<file path="src/rtl/twg_pkg.sv">
package twg_pkg;

   typedef enum logic [2:0] {
      CLS_IDLE,
      CLS_PEND,
      CLS_MED,
      CLS_SLOW,
      CLS_FAST,
      CLS_TRAP
   } cls_e;

   typedef struct packed {
      logic io;
      logic wr;
      logic hi;
   } attr_t;

endpackage

</file>
<file path="src/rtl/twg_tcount.sv">
module twg_tcount #(
   parameter int CNT_W = 5
) (
   input  logic             clk,
   input  logic             rst_n,
   input  logic             start,
   input  logic             done,
   output logic             busy,
   output logic [CNT_W-1:0] tcnt
);
   localparam logic [CNT_W-1:0] CMAX = '1;
   localparam logic [CNT_W-1:0] ONE  = CNT_W'(1);

   always_ff @(posedge clk or negedge rst_n) begin
      if (!rst_n) begin
         busy <= 1'b0;
         tcnt <= '0;
      end else if (start) begin
         busy <= 1'b1;
         tcnt <= ONE;
      end else if (busy && done) begin
         busy <= 1'b0;
         tcnt <= '0;
      end else if (busy && tcnt != CMAX) begin
         tcnt <= tcnt + ONE;
      end
   end

   // each waiting T-state advances the count by exactly one
   p_tcnt_step_r9: assert property (@(posedge clk) disable iff (!rst_n)
      (busy && !done && !start && tcnt != CMAX) |=> (tcnt == $past(tcnt) + ONE));

endmodule

</file>
<file path="src/rtl/twg_classify.sv">
module twg_classify
   import twg_pkg::*;
#(
   parameter int CNT_W       = 5,
   parameter int LO_SAMPLE_T = 3,
   parameter int HI_SAMPLE_T = 4
) (
   input  logic             clk,
   input  logic             rst_n,
   input  logic             start,
   input  logic             busy,
   input  logic [CNT_W-1:0] tcnt,
   input  logic             loc_fast,
   input  logic             cyc_io,
   input  logic             cyc_wr,
   input  logic             nmi_trap,
   input  logic             hi_speed,
   input  logic             slow_req,
   output cls_e             cls,
   output attr_t            attr
);
   // the sample edge is the one that leaves T-state (sample point - 1)
   localparam logic [CNT_W-1:0] LO_EDGE = CNT_W'(LO_SAMPLE_T - 1);
   localparam logic [CNT_W-1:0] HI_EDGE = CNT_W'(HI_SAMPLE_T - 1);

   logic [CNT_W-1:0] samp_edge;
   assign samp_edge = attr.hi ? HI_EDGE : LO_EDGE;

   always_ff @(posedge clk or negedge rst_n) begin
      if (!rst_n) begin
         cls  <= CLS_IDLE;
         attr <= '0;
      end else if (start) begin
         attr <= '{io: cyc_io, wr: cyc_wr, hi: hi_speed};
         if (!loc_fast)
            cls <= CLS_PEND;
         else if (cyc_io && nmi_trap)
            cls <= CLS_TRAP;
         else
            cls <= CLS_FAST;
      end else if (busy && cls == CLS_PEND && tcnt == samp_edge) begin
         cls <= slow_req ? CLS_SLOW : CLS_MED;
      end
   end

   // once decided, the class holds until the cycle ends
   p_class_fixed_r5: assert property (@(posedge clk) disable iff (!rst_n)
      (busy && !start && cls != CLS_PEND) |=> $stable(cls));

endmodule

</file>
<file path="src/rtl/twg_strobes.sv">
module twg_strobes
   import twg_pkg::*;
#(
   parameter int CNT_W   = 5,
   parameter int N_CMD   = 4,
   parameter int CMD_T   = 2
) (
   input  logic             busy,
   input  logic [CNT_W-1:0] tcnt,
   input  attr_t            attr,
   output logic             ale,
   output logic [N_CMD-1:0] cmd
);
   localparam int SEL_W = $clog2(N_CMD);
   localparam logic [CNT_W-1:0] T1   = CNT_W'(1);
   localparam logic [CNT_W-1:0] TCMD = CNT_W'(CMD_T);

   logic [SEL_W-1:0] sel;
   logic             cmd_phase;

   assign sel       = SEL_W'({attr.io, attr.wr});
   assign cmd_phase = busy && (tcnt >= TCMD);
   assign ale       = busy && (tcnt == T1);

   for (genvar gi = 0; gi < N_CMD; gi++) begin : g_cmd
      assign cmd[gi] = cmd_phase && (sel == SEL_W'(gi));
   end

endmodule

</file>
<file path="src/rtl/bus_wait_sequencer.sv">
module bus_wait_sequencer
   import twg_pkg::*;
#(
   parameter int CNT_W       = 5,
   parameter int FAST_LEN    = 4,
   parameter int TRAP_LEN    = 9,
   parameter int LO_SAMPLE_T = 3,
   parameter int HI_SAMPLE_T = 4,
   parameter int LO_MED_MIN  = 5,
   parameter int HI_MED_MIN  = 6,
   parameter int LO_SLOW_MIN = 8,
   parameter int HI_SLOW_MIN = 10
) (
   input  logic clk,
   input  logic rst_n,
   input  logic cyc_start,
   input  logic cyc_io,
   input  logic cyc_wr,
   input  logic loc_fast,
   input  logic slow_req,
   input  logic ext_rdy,
   input  logic nmi_trap,
   input  logic hi_speed,
   output logic ale,
   output logic mem_rd,
   output logic mem_wr,
   output logic io_rd,
   output logic io_wr,
   output logic cpu_rdy
);
   localparam int N_CMD   = 4;
   localparam int LONGEST = (HI_SLOW_MIN > TRAP_LEN) ? HI_SLOW_MIN : TRAP_LEN;
   localparam logic [CNT_W-1:0] C_FAST  = CNT_W'(FAST_LEN);
   localparam logic [CNT_W-1:0] C_TRAP  = CNT_W'(TRAP_LEN);
   localparam logic [CNT_W-1:0] C_LMED  = CNT_W'(LO_MED_MIN);
   localparam logic [CNT_W-1:0] C_HMED  = CNT_W'(HI_MED_MIN);
   localparam logic [CNT_W-1:0] C_LSLOW = CNT_W'(LO_SLOW_MIN);
   localparam logic [CNT_W-1:0] C_HSLOW = CNT_W'(HI_SLOW_MIN);

   if (LO_SAMPLE_T < 3 || HI_SAMPLE_T < LO_SAMPLE_T) begin : g_bad_sample
      $error("sample points must lie at or after T3");
   end
   if (LO_MED_MIN <= LO_SAMPLE_T || HI_MED_MIN <= HI_SAMPLE_T) begin : g_bad_med
      $error("medium minimum must follow the sample point");
   end
   if (LO_SLOW_MIN < LO_MED_MIN || HI_SLOW_MIN < HI_MED_MIN) begin : g_bad_slow
      $error("slow minimum shorter than medium minimum");
   end
   if (FAST_LEN < 2 || (2 ** CNT_W) - 1 <= LONGEST) begin : g_bad_cnt
      $error("counter too narrow or fast cycle too short");
   end

   logic             busy, start, done;
   logic [CNT_W-1:0] tcnt;
   logic [CNT_W-1:0] med_min, slow_min;
   cls_e             cls;
   attr_t            attr;
   logic [N_CMD-1:0] cmd;

   assign start = !busy && cyc_start;

   twg_tcount #(.CNT_W(CNT_W)) u_cnt (
      .clk(clk), .rst_n(rst_n), .start(start), .done(done),
      .busy(busy), .tcnt(tcnt)
   );

   twg_classify #(
      .CNT_W(CNT_W), .LO_SAMPLE_T(LO_SAMPLE_T), .HI_SAMPLE_T(HI_SAMPLE_T)
   ) u_cls (
      .clk(clk), .rst_n(rst_n), .start(start), .busy(busy), .tcnt(tcnt),
      .loc_fast(loc_fast), .cyc_io(cyc_io), .cyc_wr(cyc_wr),
      .nmi_trap(nmi_trap), .hi_speed(hi_speed), .slow_req(slow_req),
      .cls(cls), .attr(attr)
   );

   twg_strobes #(.CNT_W(CNT_W), .N_CMD(N_CMD), .CMD_T(2)) u_stb (
      .busy(busy), .tcnt(tcnt), .attr(attr), .ale(ale), .cmd(cmd)
   );

   assign med_min  = attr.hi ? C_HMED  : C_LMED;
   assign slow_min = attr.hi ? C_HSLOW : C_LSLOW;

   always_comb begin
      unique case (cls)
         CLS_FAST: done = busy && (tcnt == C_FAST);
         CLS_TRAP: done = busy && (tcnt == C_TRAP);
         CLS_MED:  done = busy && (tcnt >= med_min)  && ext_rdy;
         CLS_SLOW: done = busy && (tcnt >= slow_min) && ext_rdy;
         default:  done = 1'b0;
      endcase
   end

   assign cpu_rdy = done;
   assign mem_rd  = cmd[0];
   assign mem_wr  = cmd[1];
   assign io_rd   = cmd[2];
   assign io_wr   = cmd[3];

   p_ale_single_r2: assert property (@(posedge clk) disable iff (!rst_n)
      ale |=> (!ale && !cpu_rdy));

   p_cmd_onehot_r2: assert property (@(posedge clk) disable iff (!rst_n)
      $onehot0({mem_rd, mem_wr, io_rd, io_wr}));

   p_cmd_hold_r2: assert property (@(posedge clk) disable iff (!rst_n)
      ((mem_rd || mem_wr || io_rd || io_wr) && !cpu_rdy)
      |=> $stable({mem_rd, mem_wr, io_rd, io_wr}));

   p_rdy_final_r9: assert property (@(posedge clk) disable iff (!rst_n)
      cpu_rdy |=> (!cpu_rdy && !mem_rd && !mem_wr && !io_rd && !io_wr));

   p_rdy_needs_class_r5: assert property (@(posedge clk) disable iff (!rst_n)
      cpu_rdy |-> (cls != CLS_PEND && cls != CLS_IDLE));

   p_rdy_after_cmd_r6: assert property (@(posedge clk) disable iff (!rst_n)
      cpu_rdy |-> (mem_rd || mem_wr || io_rd || io_wr));

endmodule

</file>
<file path="config.mk">
export PLATFORM = sky130hd
export DESIGN_NAME = bus_wait_sequencer
export DESIGN_NICKNAME = d
export VERILOG_FILES = /design/src/rtl/twg_pkg.sv /design/src/rtl/twg_tcount.sv /design/src/rtl/twg_classify.sv /design/src/rtl/twg_strobes.sv /design/src/rtl/bus_wait_sequencer.sv
export SDC_FILE = /design/constraint.sdc
export NUM_CORES = 1
export LEC_CHECK = 0
export ABC_AREA = 1
export BUFFER_PORTS_ARGS = -buffer_cell sky130_fd_sc_hd__buf_2
export CORE_ASPECT_RATIO = 1.2
export CORE_MARGIN = 2
export CORE_UTILIZATION = 46
export CTS_BUF_LIST = sky130_fd_sc_hd__clkbuf_8
export CTS_CLUSTER_DIAMETER = 100
export CTS_CLUSTER_SIZE = 30
export DETAILED_ROUTE_END_ITERATION = 8
export GPL_TIMING_DRIVEN = 0
export PLACE_DENSITY_LB_ADDON = 0.2
export SLEW_MARGIN = 20
export SYNTH_ARGS = -nofsm -noshare
export SYNTH_HDL_FRONTEND = slang
export SYNTH_SLANG_ARGS = --single-unit
</file>
<file path="constraint.sdc">
create_clock -name clk -period 1.4 [get_ports clk]
set_input_delay 0.21 -clock clk [delete_from_list [all_inputs] [get_ports clk]]
set_output_delay 0.21 -clock clk [all_outputs]
set_load 0.005 [all_outputs]
</file>
==> flow_summary.ini <==
[final_layout]
syn_to_final_growth_pct = 41.8
nets = 164
antenna_cells = 0
finalInstanceArea_mm2 = 0.00120
mostFrequentLayoutCells = 22 x nand2_1, 16 x buf_2, 13 x inv_1, 13 x nor2_1, 10 x dfrtp_1
fill_cells = 144
layout_commonest_cell = nand2_1
drive_above_1_share_pct = 43.2
instances_no_fill = 164
post-route-util_pct = 71.2

[setup_path]
r2r_cells = 9
rr_endpoint = u_cnt.tcnt[3]
required_ns = 1.19
r2r_start = u_cnt.tcnt[1]
r2r_slack_ns = -0.21
critPathCaptureType = output pin
critPathArrivalTime_ns = 1.65
worstSetupStartpointType = register
worstSetupPathType = register to output pin
crit_fanout = 3

[synth]
synthesis.nets = 136
ys_types = 19
synth.avg_cell_area_um2 = 7.10
synth_top_family_by_area = simple AND/OR/NAND/NOR gates
synth-compound-area-share_pct = 9.63
synthFlopType = dfrtp_1
synthMuxAreaShare_pct = 0
yosysSeqAreaShare_pct = 35.6
synth_edf_count = 0
netlist_instances = 119
synth-xor-area-share_pct = 2.07
yosysWarnings = 0
synthSimpleGateAreaFrac_pct = 31.1
synthArstFlopShare_pct = 100
syn_area_um2 = 845
synth-seq-cells = 12
synth-adder-area-share_pct = 10.4

[placement]
hpwl_um = 1480
numPortBuffers = 15
dpl_cell_area_um2 = 957
placed_cells = 152
place.gp.congestion = 0.824

[worst_hold_path]
hold_class = input port to register
min-delay-start = hi_speed
hold_path_depth = 3
whs_endpoint = u_cls.attr[0]

[cts]
numCtsBuffers = 3
root_buffer = clkbuf_8
cts_tree = built
clockBufferDepth = 2
path_clk_slew_ns = 0.06
worstSkewPairLatency_ns = 0.24
clock_sinks = 12
cts_max_level = 1

[detailed_routing]
route.met3.wl_um = 70
drc_errors = 0
drt-vias-per-instance = 5.22
vias = 856
totalWireLength_um = 2190
ant_nets = 0
m1WireLength_um = 922
routedWlPerCell_um = 13.3
wl_met2_um = 1120
first_pass_iters = 4
highest_layer = met4
drt_iter0_markers = 16

[die]
die-width_um = 43.1
core_area_mm2 = 0.00168
num_rows = 16
die_h_um = 50.9
die_area_mm2 = 0.00220
num_io_pins = 16
start_util_pct = 50.2

[global_route]
grt_pass1_wl_um = 3420
grt-ovfl-total = 0
antenna_found_initial = 0
grt_util_all_layers_pct = 20.7
grt_pass1_vias = 803
grt_max_degree = 13

[power]
powerDensity_mw_per_mm2 = 2500
power_leakage_nw = 0.607
finalPower_w = 0.00300
peakVddDrop_mv = 1.57

[sta]
finalSetupViolCount = 12
hold_violations = 0
setup_ws_ns = -0.464
fmax_mhz = 537
fin_crit_sh_pct = 133
whs_ns = 0.181
min_period_ns = 1.86
slew_viol_final = 0
fin_skew_ns = 0.000535
relSlewSlack_pct = 79.2
rsz0062_at_grt = true
tightest_slew_ns = 0.311

[job]
cap_violations = 0

[run_status]
outcome = finished with violations
violations = setup timing
[worst max-delay path by stage]
stage,from,to,slack (ns),cells past startpoint
after floorplan,u_cnt.tcnt[1],cpu_rdy,-0.02,10
after global placement,u_cnt.tcnt[1],cpu_rdy,-0.25,11
after detailed placement,u_cnt.tcnt[1],cpu_rdy,-0.33,11
after CTS,u_cnt.tcnt[1],cpu_rdy,-0.44,11
after global routing,u_cnt.tcnt[1],cpu_rdy,-0.54,11
final,u_cnt.tcnt[1],cpu_rdy,-0.46,11
[worst max-delay path: stages, from the launching register on]
cell     delay [ns]
dfrtp_2        0.44
inv_4          0.08
ha_4           0.20
nand2_4        0.07
nor2_2         0.04
nor2_2         0.12
nand3_2        0.09
nand3_2        0.07
nand2_1        0.06
nand2_2        0.09
inv_2          0.04
buf_2          0.11
[cells by family (layout without fill, tap and decap cells)]
group	Yosys count	count (layout)
simple gates	61	61
buf+inv	23	50
compound gates	14	14
flops	12	12
fa+ha+maj	7	7
xor+xnor	2	2
[Yosys cell counts, types with 2 or more instances]
cell / count / area share (%)
dfrtp_1: 12 / 36
nor2_1: 17 / 7.6
ha_1: 7 / 10
inv_1: 19 / 8.4
nand2_2: 2 / 1.5
nand2_1: 25 / 11
xor2_1: 2 / 2.1
nand3_1: 8 / 4.7
nor3_1: 7 / 4.1
o21ai_0: 9 / 5.3
a21oi_1: 2 / 1.2
inv_2: 2 / 0.89
[flip-flops by register name, indices dropped and copies added (netlist names)]
signal,flops
u_cls.attr,3
u_cnt.tcnt,5
u_cls.cls,3
u_cnt.busy,1
[metrics by stage]
step	setup WS, ns	TNS, ns
after floorplan	-0.0232	-0.0410
after global placement	-0.252	-1.67
after detailed placement	-0.327	-2.35
after CTS	-0.440	-2.96
after global routing	-0.537	-4.26
final	-0.464	-3.37
[metal layers]
metal / up-vias / global-route usage, %
met5: - / 0
met3: 8 / 3.18
li1: 427 / -
met4: 0 / 7.58
met1: 404 / 24.9
met2: 17 / 36.8
[area by class of cell]
class,count,area [um^2],area share (%)
plain buffers,2,16.3,1.36
clock buffers,4,55.1,4.60
well taps,18,22.5,1.88
flip-flops and latches,12,303,25.3
multi-input cells,84,574,48.0
inverters,21,81.3,6.79
repair buffers,23,145,12.1
[repair_timing]
action / in CTS / in global routing
resized for setup: 14 / 22
hold buffers: 1 / 0
endpoints found under the hold margin: 12 / 0
buffers inserted: 5 / 2
endpoints found under the setup margin: 15 / 15
pin swaps: 4 / 12
[report_power, final]
| group | total [W] | switching (W) | internal (W) |
|---|---|---|---|
| combinational | 0.00190 | 0.00106 | 0.000844 |
| clock | 0.000391 | 0.000142 | 0.000249 |
| sequential | 0.000705 | 0.000185 | 0.000520 |
| total | 0.00300 | 0.00138 | 0.00161 |
No activity file was read; power rests on OpenSTA's default activity.
